**src/rtl/mc16_pkg.sv**
```systemverilog
package mc16_pkg;

  typedef enum logic [2:0] {
    OP_MV   = 3'b000,
    OP_MVI  = 3'b001,
    OP_ADD  = 3'b010,
    OP_SUB  = 3'b011,
    OP_LD   = 3'b100,
    OP_ST   = 3'b101,
    OP_MVNZ = 3'b110,
    OP_MVNC = 3'b111
  } op_e;

  typedef enum logic [3:0] {
    ST_IDLE,
    ST_F0,   // pc -> addr, pc++
    ST_F1,   // memory samples address
    ST_F2,   // capture instruction
    ST_EX,
    ST_MW,   // memory wait (mvi / ld)
    ST_MR,   // capture read data
    ST_AL,   // alu -> g
    ST_WB,   // g -> rX
    ST_SD,   // rX -> dout, arm write
    ST_SW    // write cycle
  } state_e;

  typedef enum logic [1:0] {
    BUS_REG,
    BUS_G,
    BUS_DIN
  } bus_e;

  typedef struct packed {
    logic ir_in;
    logic a_in;
    logic g_in;
    logic addr_in;
    logic dout_in;
    logic w_set;
    logic incr_pc;
    logic reg_we;
    logic sub;
    logic z_bus;
    logic done;
    bus_e bus;
  } ctrl_t;

endpackage

```
**src/rtl/mc16_regfile.sv**
```systemverilog
module mc16_regfile #(
  parameter int DW   = 16,
  parameter int NREG = 8,
  localparam int AW  = $clog2(NREG)
) (
  input  logic                     clk_i,
  input  logic                     rst_ni,
  input  logic                     we_i,
  input  logic [AW-1:0]            dst_i,
  input  logic [DW-1:0]            wdata_i,
  input  logic                     incr_i,
  output logic [NREG-1:0][DW-1:0]  regs_o
);

  for (genvar i = 0; i < NREG; i++) begin : g_reg
    if (i == NREG - 1) begin : g_pc
      always_ff @(posedge clk_i or negedge rst_ni) begin
        if (!rst_ni)                                 regs_o[i] <= '0;
        else if (we_i && dst_i == AW'(i))            regs_o[i] <= wdata_i;
        else if (incr_i)                             regs_o[i] <= regs_o[i] + 1'b1;
      end
    end else begin : g_gp
      always_ff @(posedge clk_i or negedge rst_ni) begin
        if (!rst_ni)                                 regs_o[i] <= '0;
        else if (we_i && dst_i == AW'(i))            regs_o[i] <= wdata_i;
      end
    end
  end

endmodule

```
**src/rtl/mc16_alu.sv**
```systemverilog
module mc16_alu #(
  parameter int DW = 16
) (
  input  logic [DW-1:0] a_i,
  input  logic [DW-1:0] b_i,
  input  logic          sub_i,
  output logic [DW-1:0] res_o,
  output logic          carry_o
);

  logic [DW:0] ext;

  // bit DW is carry for add, borrow for sub
  always_comb begin
    if (sub_i) ext = {1'b0, a_i} - {1'b0, b_i};
    else       ext = {1'b0, a_i} + {1'b0, b_i};
  end

  assign res_o   = ext[DW-1:0];
  assign carry_o = ext[DW];

endmodule

```
**src/rtl/mc16_ctrl.sv**
```systemverilog
module mc16_ctrl
  import mc16_pkg::*;
#(
  parameter int NREG = 8,
  localparam int AW  = $clog2(NREG),
  localparam int IW  = 3 + 2 * AW
) (
  input  logic          clk_i,
  input  logic          rst_ni,
  input  logic          run_i,
  input  logic [IW-1:0] ir_i,
  input  logic          z_i,
  input  logic          c_i,
  output ctrl_t         ctrl_o,
  output logic [AW-1:0] bus_idx_o,
  output logic [AW-1:0] dst_idx_o
);

  localparam logic [AW-1:0] PC_IDX = AW'(NREG - 1);

  state_e state_q, state_d;
  op_e    op;
  logic [AW-1:0] rx, ry;

  assign op = op_e'(ir_i[IW-1 -: 3]);
  assign rx = ir_i[2*AW-1:AW];
  assign ry = ir_i[AW-1:0];
  assign dst_idx_o = rx;

  always_ff @(posedge clk_i or negedge rst_ni) begin
    if (!rst_ni) state_q <= ST_IDLE;
    else         state_q <= state_d;
  end

  always_comb begin
    ctrl_o    = '0;
    ctrl_o.bus = BUS_REG;
    bus_idx_o = PC_IDX;
    state_d   = state_q;
    unique case (state_q)
      ST_IDLE: if (run_i) state_d = ST_F0;
      ST_F0: begin
        ctrl_o.addr_in = 1'b1;
        ctrl_o.incr_pc = 1'b1;
        state_d        = ST_F1;
      end
      ST_F1: state_d = ST_F2;
      ST_F2: begin
        ctrl_o.ir_in = 1'b1;
        state_d      = ST_EX;
      end
      ST_EX: begin
        unique case (op)
          OP_MV: begin
            bus_idx_o     = ry;
            ctrl_o.reg_we = 1'b1;
            ctrl_o.z_bus  = 1'b1;
            ctrl_o.done   = 1'b1;
            state_d       = ST_IDLE;
          end
          OP_MVNZ, OP_MVNC: begin
            bus_idx_o     = ry;
            ctrl_o.reg_we = (op == OP_MVNZ) ? !z_i : !c_i;
            ctrl_o.done   = 1'b1;
            state_d       = ST_IDLE;
          end
          OP_MVI: begin
            ctrl_o.addr_in = 1'b1;
            ctrl_o.incr_pc = 1'b1;
            state_d        = ST_MW;
          end
          OP_LD: begin
            bus_idx_o      = ry;
            ctrl_o.addr_in = 1'b1;
            state_d        = ST_MW;
          end
          OP_ADD, OP_SUB: begin
            bus_idx_o   = rx;
            ctrl_o.a_in = 1'b1;
            state_d     = ST_AL;
          end
          OP_ST: begin
            bus_idx_o      = ry;
            ctrl_o.addr_in = 1'b1;
            state_d        = ST_SD;
          end
          default: state_d = ST_IDLE;
        endcase
      end
      ST_MW: state_d = ST_MR;
      ST_MR: begin
        ctrl_o.bus    = BUS_DIN;
        ctrl_o.reg_we = 1'b1;
        ctrl_o.done   = 1'b1;
        state_d       = ST_IDLE;
      end
      ST_AL: begin
        bus_idx_o   = ry;
        ctrl_o.g_in = 1'b1;
        ctrl_o.sub  = (op == OP_SUB);
        state_d     = ST_WB;
      end
      ST_WB: begin
        ctrl_o.bus    = BUS_G;
        ctrl_o.reg_we = 1'b1;
        ctrl_o.done   = 1'b1;
        state_d       = ST_IDLE;
      end
      ST_SD: begin
        bus_idx_o      = rx;
        ctrl_o.dout_in = 1'b1;
        ctrl_o.w_set   = 1'b1;
        state_d        = ST_SW;
      end
      ST_SW: begin
        ctrl_o.done = 1'b1;
        state_d     = ST_IDLE;
      end
      default: state_d = ST_IDLE;
    endcase
  end

endmodule

```
**src/rtl/mc16_core.sv**
```systemverilog
module mc16_core
  import mc16_pkg::*;
#(
  parameter int DW   = 16,
  parameter int NREG = 8,
  localparam int AW  = $clog2(NREG),
  localparam int IW  = 3 + 2 * AW
) (
  input  logic          clk_i,
  input  logic          rst_ni,
  input  logic          run_i,
  input  logic [DW-1:0] din_i,
  output logic [DW-1:0] addr_o,
  output logic [DW-1:0] dout_o,
  output logic          wr_o,
  output logic          done_o
);

  ctrl_t                   ctrl;
  logic [AW-1:0]           bus_idx, dst_idx;
  logic [NREG-1:0][DW-1:0] regs;
  logic [DW-1:0]           bus, a_q, g_q, alu_res;
  logic [IW-1:0]           ir_q;
  logic                    z_q, c_q, alu_c;

  mc16_ctrl #(.NREG(NREG)) i_ctrl (
    .clk_i     (clk_i),
    .rst_ni    (rst_ni),
    .run_i     (run_i),
    .ir_i      (ir_q),
    .z_i       (z_q),
    .c_i       (c_q),
    .ctrl_o    (ctrl),
    .bus_idx_o (bus_idx),
    .dst_idx_o (dst_idx)
  );

  mc16_regfile #(.DW(DW), .NREG(NREG)) i_regs (
    .clk_i   (clk_i),
    .rst_ni  (rst_ni),
    .we_i    (ctrl.reg_we),
    .dst_i   (dst_idx),
    .wdata_i (bus),
    .incr_i  (ctrl.incr_pc),
    .regs_o  (regs)
  );

  mc16_alu #(.DW(DW)) i_alu (
    .a_i     (a_q),
    .b_i     (bus),
    .sub_i   (ctrl.sub),
    .res_o   (alu_res),
    .carry_o (alu_c)
  );

  always_comb begin
    unique case (ctrl.bus)
      BUS_G:   bus = g_q;
      BUS_DIN: bus = din_i;
      default: bus = regs[bus_idx];
    endcase
  end

  always_ff @(posedge clk_i or negedge rst_ni) begin
    if (!rst_ni) begin
      ir_q   <= '0;
      a_q    <= '0;
      g_q    <= '0;
      addr_o <= '0;
      dout_o <= '0;
      wr_o   <= 1'b0;
      z_q    <= 1'b0;
      c_q    <= 1'b0;
    end else begin
      wr_o <= ctrl.w_set;
      if (ctrl.ir_in)   ir_q   <= din_i[IW-1:0];
      if (ctrl.a_in)    a_q    <= bus;
      if (ctrl.addr_in) addr_o <= bus;
      if (ctrl.dout_in) dout_o <= bus;
      if (ctrl.g_in) begin
        g_q <= alu_res;
        z_q <= (alu_res == '0);
        c_q <= alu_c;
      end else if (ctrl.z_bus) begin
        z_q <= (bus == '0);
      end
    end
  end

  assign done_o = ctrl.done;

endmodule

```
**config.mk**
```make
export PLATFORM = sky130hd
export DESIGN_NAME = mc16_core
export DESIGN_NICKNAME = d
export VERILOG_FILES = /design/src/rtl/mc16_pkg.sv /design/src/rtl/mc16_regfile.sv /design/src/rtl/mc16_alu.sv /design/src/rtl/mc16_ctrl.sv /design/src/rtl/mc16_core.sv
export SDC_FILE = /design/constraint.sdc
export NUM_CORES = 1
export LEC_CHECK = 0
export BUFFER_PORTS_ARGS = -buffer_cell sky130_fd_sc_hd__buf_2
export CAP_MARGIN = 20
export CORE_ASPECT_RATIO = 1.2
export CORE_MARGIN = 2
export CORE_UTILIZATION = 55
export CTS_CLUSTER_DIAMETER = 80
export DETAILED_ROUTE_END_ITERATION = 6
export PLACE_DENSITY = 0.7
export SYNTH_ARGS = -nofsm -noshare
export SYNTH_HDL_FRONTEND = slang
export SYNTH_SLANG_ARGS = --single-unit
```
**constraint.sdc**
```tcl
create_clock -name clk_i -period 9.9 [get_ports clk_i]
set_clock_uncertainty 0.1 [all_clocks]
set_input_delay 0.99 -clock clk_i [delete_from_list [all_inputs] [get_ports clk_i]]
set_output_delay 0.99 -clock clk_i [all_outputs]
set_load 0.02 [all_outputs]
```
### After elaboration in Yosys (flattened, before gate mapping)

Index checks and enable logic that the tools add are counted.

* bits in registers: 208
* bits in latches: 0
* bits in writable memories: 0
* bits in read-only memories: 0
* input port bits: 19
* output and inout port bits: 34
* memories kept: 0

* add/subtract/negate cells: 3
* multiply operators: 0
* div/mod/pow operators: 0
* $lt $le $gt $ge: 1
* eq/ne operators: 27
* shift operators: 0
* muxes and demuxes: 31
* bitwise logic cells: 0
* reduce and logical (&&, ||, !) cells: 25

Operators with widths (number)
* 16-bit binary-select mux with 3-bit select: 1
* 16-bit 2-to-1 mux: 3
* 16-bit zero test: 2
* 16-bit case mux with 2 select lines: 1
* 4-bit case mux with 8 select lines: 1
* 3-bit == test, second input constant: 8
* 16-bit by 16-bit adder with 17-bit output: 1
* 17-bit 2-to-1 mux: 1
* 16-bit by 16-bit subtractor with 17-bit output: 1
* 16-bit by 1-bit adder with 16-bit output, second input constant: 1
* 4-bit by 3-bit == test with 1-bit output, second input constant: 4
* 4-bit case mux with 4 select lines: 1
* 1-bit 2-to-1 mux: 13
* 3-bit by 2-bit == test with 1-bit output, second input constant: 4
* 4-bit == test, second input constant: 3
* 1-bit case mux with 2 select lines: 5
* 3-bit case mux with 3 select lines: 1
* 3-bit OR reduction: 3
* 4-bit by 2-bit == test with 1-bit output, second input constant: 2
* 1-bit logical AND: 8
* 2-bit OR reduction: 4
* 3-bit by 1-bit == test with 1-bit output, second input constant: 2
* 3-bit zero test: 2
* 3-bit case mux with 2 select lines: 1
* other kinds (12): 14

### Logic depth before layout (Yosys ltp)

Gate-level depths: netlist of the first run.

* depth in word-level cells: 11
* mapped depth: 28
* depth with buffers taken out: 24

### Cells and area by module

A second synthesis of the first run with hierarchy kept.

* cells, all modules: 986
* area, all modules: 11158.2 µm²

Modules (own cells, without submodules)
* mc16_regfile: instances 1, cells an instance 343, area an instance 5213.8 µm², sequential area each 3203.1 µm²
* mc16_core: instances 1, cells an instance 414, area an instance 4226.6 µm², sequential area each 1901.8 µm²
* mc16_alu: instances 1, cells an instance 160, area an instance 1178.6 µm², sequential area each 0.0 µm²
* mc16_ctrl: instances 1, cells an instance 69, area an instance 539.3 µm², sequential area each 100.1 µm²

### Worst setup path before layout of the first run

No wires, ideal clock.

* path kind: register -> register
* from: register i_ctrl.state_q[1]
* to: register z_q
* setup time: 0.066 ns
* data arrival time: 6.012 ns
* setup slack: 3.722 ns
* stages on the path, launching flop included: 28
* buffers on the path: 3
* clock period less this slack: 6.178 ns
* path through: dfrtp_1 or4b_4 and3_1 buf_6 a211oi_4 and2_1 buf_4 buf_6 nand2_1 a211o_1 a31oi_1 inv_1 ha_1 nand2_1 o21ai_0 inv_1 ha_1 nor2b_1 o21a_1 o21ai_0 a21oi_1 a211o_1 o41a_1 a311o_1 a21o_1 xor2_1 o41ai_1 o311a_1

* cells in the longest elaborated chain, start to end: 9
* elaborated cells between the ends (all ways): 23
* those cells by class: add/sub (2); eq/ne (7); mux (11); reduce/logical (3)

Ends and longest elaborated chain
* start: declaration: RTL line mc16_ctrl.sv:21 `state_e state_q, state_d;`
* start signal: assignment: RTL line mc16_ctrl.sv:32 `else state_q <= state_d;`
* 4-bit == test or 4-bit by 3-bit == test with 1-bit output (tied branches): RTL line mc16_ctrl.sv:40 `unique case (state_q)`
* 3-bit case mux with 3 select lines: RTL line mc16_ctrl.sv:40
* 16-bit binary-select mux with 3-bit select: RTL line mc16_core.sv:60 `default: bus = regs[bus_idx];`
* 16-bit 2-to-1 mux (implied by the code): RTL line mc16_core.sv:60
* 16-bit case mux with 2 select lines *: RTL line mc16_core.sv:57 `unique case (ctrl.bus)`
* named net bus[0]: RTL line mc16_core.sv:22 `logic [DW-1:0] bus, a_q, g_q, alu_res;`
* 16-bit by 16-bit adder with 17-bit output or 16-bit by 16-bit subtractor with 17-bit output (tied branches): RTL line mc16_alu.sv:16, mc16_alu.sv:15
* 17-bit 2-to-1 mux: RTL line mc16_alu.sv:15 `if (sub_i) ext = {1'b0, a_i} - {1'b0, b_i};`
* 16-bit zero test: RTL line mc16_core.sv:82 `z_q <= (alu_res == '0);`
* 1-bit 2-to-1 mux *: RTL line mc16_core.sv:80 `if (ctrl.g_in) begin`
* end signal: assignment: RTL line mc16_core.sv:82
* end signal: assignment: RTL line mc16_core.sv:85 `z_q <= (bus == '0);`
* end: declaration: RTL line mc16_core.sv:24 `logic z_q, c_q, alu_c;`

Mark *: on every way through the listed nets, which the timed path passes. The rest lies on a longest branch. The select of a mux whose other input is x is not followed.
A chain may end at the register's enable or synchronous reset.

### Worst setup path in the final report of the first run

* from: register i_ctrl.state_q[1]
* to: register z_q

* cells in the longest elaborated chain, start to end: 9
* elaborated cells between the ends (all ways): 23
* those cells by class: add/sub (2); eq/ne (7); mux (11); reduce/logical (3)

Ends and longest elaborated chain (RTL line)
* 4-bit == test or 4-bit by 3-bit == test with 1-bit output (tied branches): mc16_ctrl.sv:40
* 3-bit case mux with 3 select lines: mc16_ctrl.sv:40
* 16-bit binary-select mux with 3-bit select: mc16_core.sv:60
* 16-bit 2-to-1 mux (implied by the code): mc16_core.sv:60
* 16-bit case mux with 2 select lines: mc16_core.sv:57
* 16-bit by 16-bit adder with 17-bit output or 16-bit by 16-bit subtractor with 17-bit output (tied branches): mc16_alu.sv:16, mc16_alu.sv:15
* 17-bit 2-to-1 mux: mc16_alu.sv:15
* 16-bit zero test: mc16_core.sv:82
* 1-bit 2-to-1 mux: mc16_core.sv:80

Several ways; a longest one is shown, not always the timed one. The select of a mux whose other input is x is not followed.

==> results of run 1 <==
layer usage:
metal | GRT usage | vias to the layer above | share of wire
met1 | 0.378 | 4264 | 0.42
met2 | 0.480 | 307 | 0.48
met4 | 0.138 | 0 | 0.044
met3 | 0.0439 | 87 | 0.058
met5 | 0 | - | 0
li1 | - | 3971 | -
cell usage in the layout, fill, tap and decap left out, drive strengths merged, types with 16 or more instances in the layout:
master    n
buf      81
nand2   167
a221oi   16
o31ai    27
mux2     94
dfrtp   208
ha       21
xor2     28
clkbuf   32
a21oi    46
nor2     42
o21ai   106
mux2i    17
nand3    39
inv      18
layout make-up:
cell class | instances | area [µm²]
clock buffer | 31 | 636
clock inverter | 6 | 55.1
fill | 1655 | 7330
inverter | 19 | 71.3
multi-input combinational | 784 | 5320
sequential | 208 | 5200
tap | 261 | 327
timing repair buffer | 82 | 534
worst max path at each step:
stage | startpoint | end | depth (start not counted)
2_1_floorplan | i_ctrl.state_q[1]$_DFFE_PN0P_ | z_q$_DFFE_PN0P_ | 27
4_1_cts | i_ctrl.state_q[1]$_DFFE_PN0P_ | z_q$_DFFE_PN0P_ | 24
6_report | i_ctrl.state_q[1]$_DFFE_PN0P_ | z_q$_DFFE_PN0P_ | 24
3_3_place_gp | i_ctrl.state_q[1]$_DFFE_PN0P_ | z_q$_DFFE_PN0P_ | 24
3_5_place_dp | i_ctrl.state_q[1]$_DFFE_PN0P_ | z_q$_DFFE_PN0P_ | 24
5_1_grt | i_ctrl.state_q[1]$_DFFE_PN0P_ | z_q$_DFFE_PN0P_ | 24
worst max-delay path: cells and delay by family, from the launching register on:
family	cells	cell delay (ns)
AOI/OAI and AO/OA	13	4.10
DFF	1	0.52
xor gates and xnor gates	1	0.16
and+or+nand+nor	6	2.00
buffers and inverters	2	0.37
adders and majority gates	2	0.63
synth_stat cells, types with 17 or more instances:
cell      number
inv_1         18
mux2i_1       17
clkbuf_1      62
dfrtp_1      208
nor2_1        40
nand2_1      165
ha_1          21
o21ai_0      104
mux2_2        94
nand3_1       39
xor2_1        28
a21oi_1       46
o31ai_1       25
through the flow:
stage	worst slack, ns	utilization	instances	area (µm²)
2_1_floorplan	3.72	-	1087	10900
3_3_place_gp	2.39	0.586	1352	11400
3_5_place_dp	2.12	0.586	1352	11400
4_1_cts	2.06	0.621	1389	12100
5_1_grt	1.48	0.624	1391	12200
6_report	1.95	0.624	1391	12200
sequential cells by signal (all words and copies together) (netlist names), 4 cells and up:
name,cells
a_q,16
addr_o,16
dout_o,16
g_q,16
i_ctrl.state_q,4
i_regs.regs_o,128
ir_q,9
kinds of logic after synthesis:
family / count (synthesis) / synth area share
and+or+nand+nor: 323 / 0.138
muxes: 111 / 0.113
DFF: 208 / 0.478
buffers and inverters: 95 / 0.0359
xor gates and xnor gates: 43 / 0.0346
adders and majority gates: 22 / 0.0260
AOI/OAI and AO/OA: 285 / 0.175
==> results.toml, run 1 <==
[status]
status = "completed"

[synthesis]
yosysTopAreaCell = "dfrtp_1"
async_reset_ff_frac = 1.00
postSynthCellCount = 1087
yosys_register_bits = 208
ys_seq_area_frac = 0.478
syn_area_um2 = 10900
synth_flop_cell = "dfrtp_1"
syn_nets = 1128
syn_area_per_cell_um2 = 10.0
ys_types = 71
synth_top_area_frac = 0.478
synth_edf_count = 0
synthTopCellsByArea = "dfrtp_1 (48%), mux2_2 (9.7%), nand2_1 (5.7%)"
ys_warn_count = 0

[route]
wl_per_cell_um = 21.6
drt-initial-drc-count = 815
ant_nets = 0
postRouteWirelength_mm = 30.1
first_pass_iters = 6
drc = 0
num_vias = 8629
viasPerCell = 6.20

[critical_path]
crit_path_max_incr_delay_ns = 0.82
critPathRequiredTime_ns = 10.25
worstReg2RegStart = "i_ctrl.state_q[1]$_DFFE_PN0P_"
critPathCaptureType = "register"
crit_path_start_kind = "register"
path_cells = "or4b_4 -> and3_1 -> a211o_1 -> nor2_2 -> nand2_1 -> a311o_1 -> a31oi_1 -> inv_1 -> ha_1 -> nand2_1 -> o21ai_0 -> inv_1 -> ha_1 -> nor2b_1 -> o21a_1 -> o21ai_0 -> a21oi_1 -> a211o_1 -> o41a_1 -> a311o_1 -> a21o_1 -> xor2_1 -> o41ai_1 -> o311a_1"
r2r_slack_ns = 1.95
path_max_fanout = 33
reg2reg_to = "z_q$_DFFE_PN0P_"
cp.arrival_ns = 8.30
crit_path_top_delay_cell = "nor2_2"
reg2reg_depth = 24
crit_type = "reg2reg"

[clock_network]
cts_hold_buf = 0
postCtsSetupBuffers = 0
cts.sinks = 208
tritoncts = "done"
htreeDepth = 1
postCtsResizedCells = 0
root_buffer = "clkbuf_16"
path_clk_slew_ns = 0.06
numCtsBuffers = 22
clk_latency_ns = 0.51
cts_buffer_depth = 3

[sta]
setup_viol = 0
holdWs_ns = 0.199
worstMarginPinSlew_ns = 1.13
hold_viol = 0
timing.final.crit_share = 0.803
fmax_ghz = 0.126
slew_violations = 0
finalCriticalPeriod_ns = 7.95
rsz0062_at_grt = "false"
slew_headroom = 0.244
finalSetupTns_ns = 0

[finish]
layout.nets = 1158
diodes = 0
area_delta_synth_final_pct = 11.5
drive_gt1_frac = 0.210

[die]
start_util = 0.559
die_x_um = 132
dieArea_um2 = 21000
core_area_um2 = 19500
fp.dieH_um = 158
io_pins = 53
placement_rows = 56

[grt]
gr-total-overflow = 0
grt_max_degree = 130
grt_use_total = 0.290
grt_pass1_vias = 8612
grt_pass1_wl_mm = 47.7
antenna_found_initial = 0

[hold_path]
hp-class = "in2async"

[placed_design]
place_hpwl_mm = 20.7
port_buffers = 52
gp_congestion = 0.910

[run]
maxCapViolCount = 0
Power of run 1 is not shown: default switching activity piles up to over one toggle a cycle in this logic, so the estimate is an artifact.
==> run 2, diff against run 1 <==
Settings changed: ABC_AREA set to 1.
Clock period 9.9 ns to 8.2 ns, I/O delays scaled along.
==> run 2 against run 1 <==
Compared with the run above: sequential share of layout area fell by 0.94 points; largest cell class is now sequential cells; non-clock buffer count down 25; final area up 2.2%; critical endpoint is now c_q$_DFFE_PN0N_; via count grew 18%; cell count rose by 28%; highest routed layer unchanged; die area rose by 5.8%.
==> results.toml, run 2 <==
[clock_network]
path_clk_slew_ns = 0.06
root_buffer = "clkbuf_16"
cts_buffer_depth = 3
tritoncts = "done"
postCtsSetupBuffers = 0
htreeDepth = 1
postCtsResizedCells = 0
cts.sinks = 208
cts_hold_buf = 0
numCtsBuffers = 22
clk_latency_ns = 0.52

[die]
dieArea_um2 = 22200
core_area_um2 = 20800
fp.dieH_um = 163
io_pins = 53
die_x_um = 136
start_util = 0.556
placement_rows = 58

[synthesis]
ys_types = 48
postSynthCellCount = 1506
yosys_register_bits = 208
async_reset_ff_frac = 1.00
syn_area_um2 = 11500
synth_edf_count = 0
ys_warn_count = 0
yosysTopAreaCell = "dfrtp_1"
syn_nets = 1547
synth_top_area_frac = 0.451
syn_area_per_cell_um2 = 7.67
synth_commonest_cells = "nand2_1 (421), dfrtp_1 (208), o21ai_0 (195)"
synth_flop_cell = "dfrtp_1"
ys_seq_area_frac = 0.451
synthTopCellsByArea = "dfrtp_1 (45%), nand2_1 (14%), o21ai_0 (8.5%)"
synth.most_common_cell = "nand2_1"

[run]
maxCapViolCount = 0

[critical_path]
reg2reg_depth = 29
path_max_fanout = 71
critPathTopFamily = "simple AND/OR/NAND/NOR gates"
crit_path_top_delay_cell = "nand3_4"
r2r_slack_ns = 2.04
crit_path_max_incr_delay_ns = 0.62
cp.arrival_ns = 6.46
critPathCaptureType = "register"
critPathRequiredTime_ns = 8.50
reg2reg_to = "c_q$_DFFE_PN0N_"
worstReg2RegStart = "i_ctrl.state_q[0]$_DFFE_PN0P_"
crit_top_cell = "nand2_1"
crit_type = "reg2reg"
crit_path_start_kind = "register"
critical_path_buf_inv_count = 2

[sta]
fin_ws_ns = 2.04
hold_viol = 0
fmax_ghz = 0.162
setup_viol = 0
worstMarginPinSlew_ns = 1.05
finalCriticalPeriod_ns = 6.16
finalSetupTns_ns = 0
rsz0062_at_grt = "false"
slew_headroom = 0.299
timing.final.crit_share = 0.751
slew_violations = 0

[route]
drc = 0
first_pass_iters = 5
wl_per_cell_um = 18.6
ant_nets = 0
viasPerCell = 5.74
postRouteWirelength_mm = 33.1
drt-initial-drc-count = 948
num_vias = 10200

[finish]
largest-register = "i_regs.regs_o"
final_common_cell = "nand2_1"
multi_input_area_um2 = 5200
area_delta_synth_final_pct = 7.62
layout.nets = 1533
largest_register_ffs = 128
drive_gt1_frac = 0.0890
diodes = 0
nFillCells = 1945
final_cell_mix = "nand2_1 (420), dfrtp_1 (208), o21ai_0 (195)"
regArea_um2 = 5200

[placed_design]
place_hpwl_mm = 22.1
place_ws_ns = 2.09
gp_congestion = 0.935
port_buffers = 52

[status]
status = "completed"

[grt]
grt_most_used_layer = "met2"
grt_pass1_wl_mm = 52.8
use_met2 = 0.491
use_met1 = 0.417
grt_use_total = 0.307
grt_pass1_vias = 9748
grt_max_degree = 144
grt_util_met3 = 0.0514
antenna_found_initial = 0
gr-total-overflow = 0

[hold_path]
hp-class = "in2async"
[run 2: cell types whose count changed in the layout (fill, tap and decap cells not counted), moves of 24 or more]
cell,previous run,this run
o31ai_1,25,1
mux2_2,94,3
nand3_1,39,129
nand2_1,165,420
o21ai_0,103,195
inv_1,18,165
nand4_1,3,65
[run 2: logic make-up after synthesis]
family                     after synthesis  synth area share
and+or+nand+nor                        695             0.268
buffers and inverters                  276            0.0989
AOI/OAI and AO/OA                      266             0.128
DFF                                    208             0.451
xor gates and xnor gates                36            0.0273
adders and majority gates               22            0.0245
muxes                                    3           0.00293
[run 2: metal layers]
| layer | vias to the layer above | part of all wire |
|---|---|---|
| met5 | - | 0 |
| met4 | 0 | 0.040 |
| met3 | 81 | 0.069 |
| met2 | 361 | 0.47 |
| met1 | 4873 | 0.42 |
| li1 | 4874 | - |
[run 2: cell type report]
type,count,share of cell area
tap,270,0.0272
timing repair buffer,57,0.0248
multi-input combinational,1022,0.419
sequential,208,0.419
clock inverter,6,0.00554
inverter,181,0.0548
clock buffer,31,0.0503
[run 2: how the worst max path moves through the flow]
| stage | start | to | cells after the start |
|---|---|---|---|
| 5_1_grt | i_ctrl.state_q[0]$_DFFE_PN0P_ | z_q$_DFFE_PN0P_ | 29 |
| 3_3_place_gp | i_ctrl.state_q[0]$_DFFE_PN0P_ | z_q$_DFFE_PN0P_ | 29 |
| 2_1_floorplan | i_ctrl.state_q[3]$_DFFE_PN0P_ | c_q$_DFFE_PN0N_ | 29 |
| 6_report | i_ctrl.state_q[0]$_DFFE_PN0P_ | c_q$_DFFE_PN0N_ | 29 |
| 4_1_cts | i_ctrl.state_q[0]$_DFFE_PN0P_ | z_q$_DFFE_PN0P_ | 29 |
| 3_5_place_dp | i_ctrl.state_q[0]$_DFFE_PN0P_ | z_q$_DFFE_PN0P_ | 29 |
[run 2: per-stage QoR]
stage	cell area [µm²]	std cells	hold WS [ns]	util
2_1_floorplan	11500	1506	0.348	-
3_3_place_gp	11700	1738	0.362	0.565
3_5_place_dp	11700	1738	0.369	0.565
4_1_cts	12400	1775	0.384	0.599
5_1_grt	12400	1775	0.400	0.599
6_report	12400	1775	0.338	0.599
Power of run 2 is left out for the same reason.
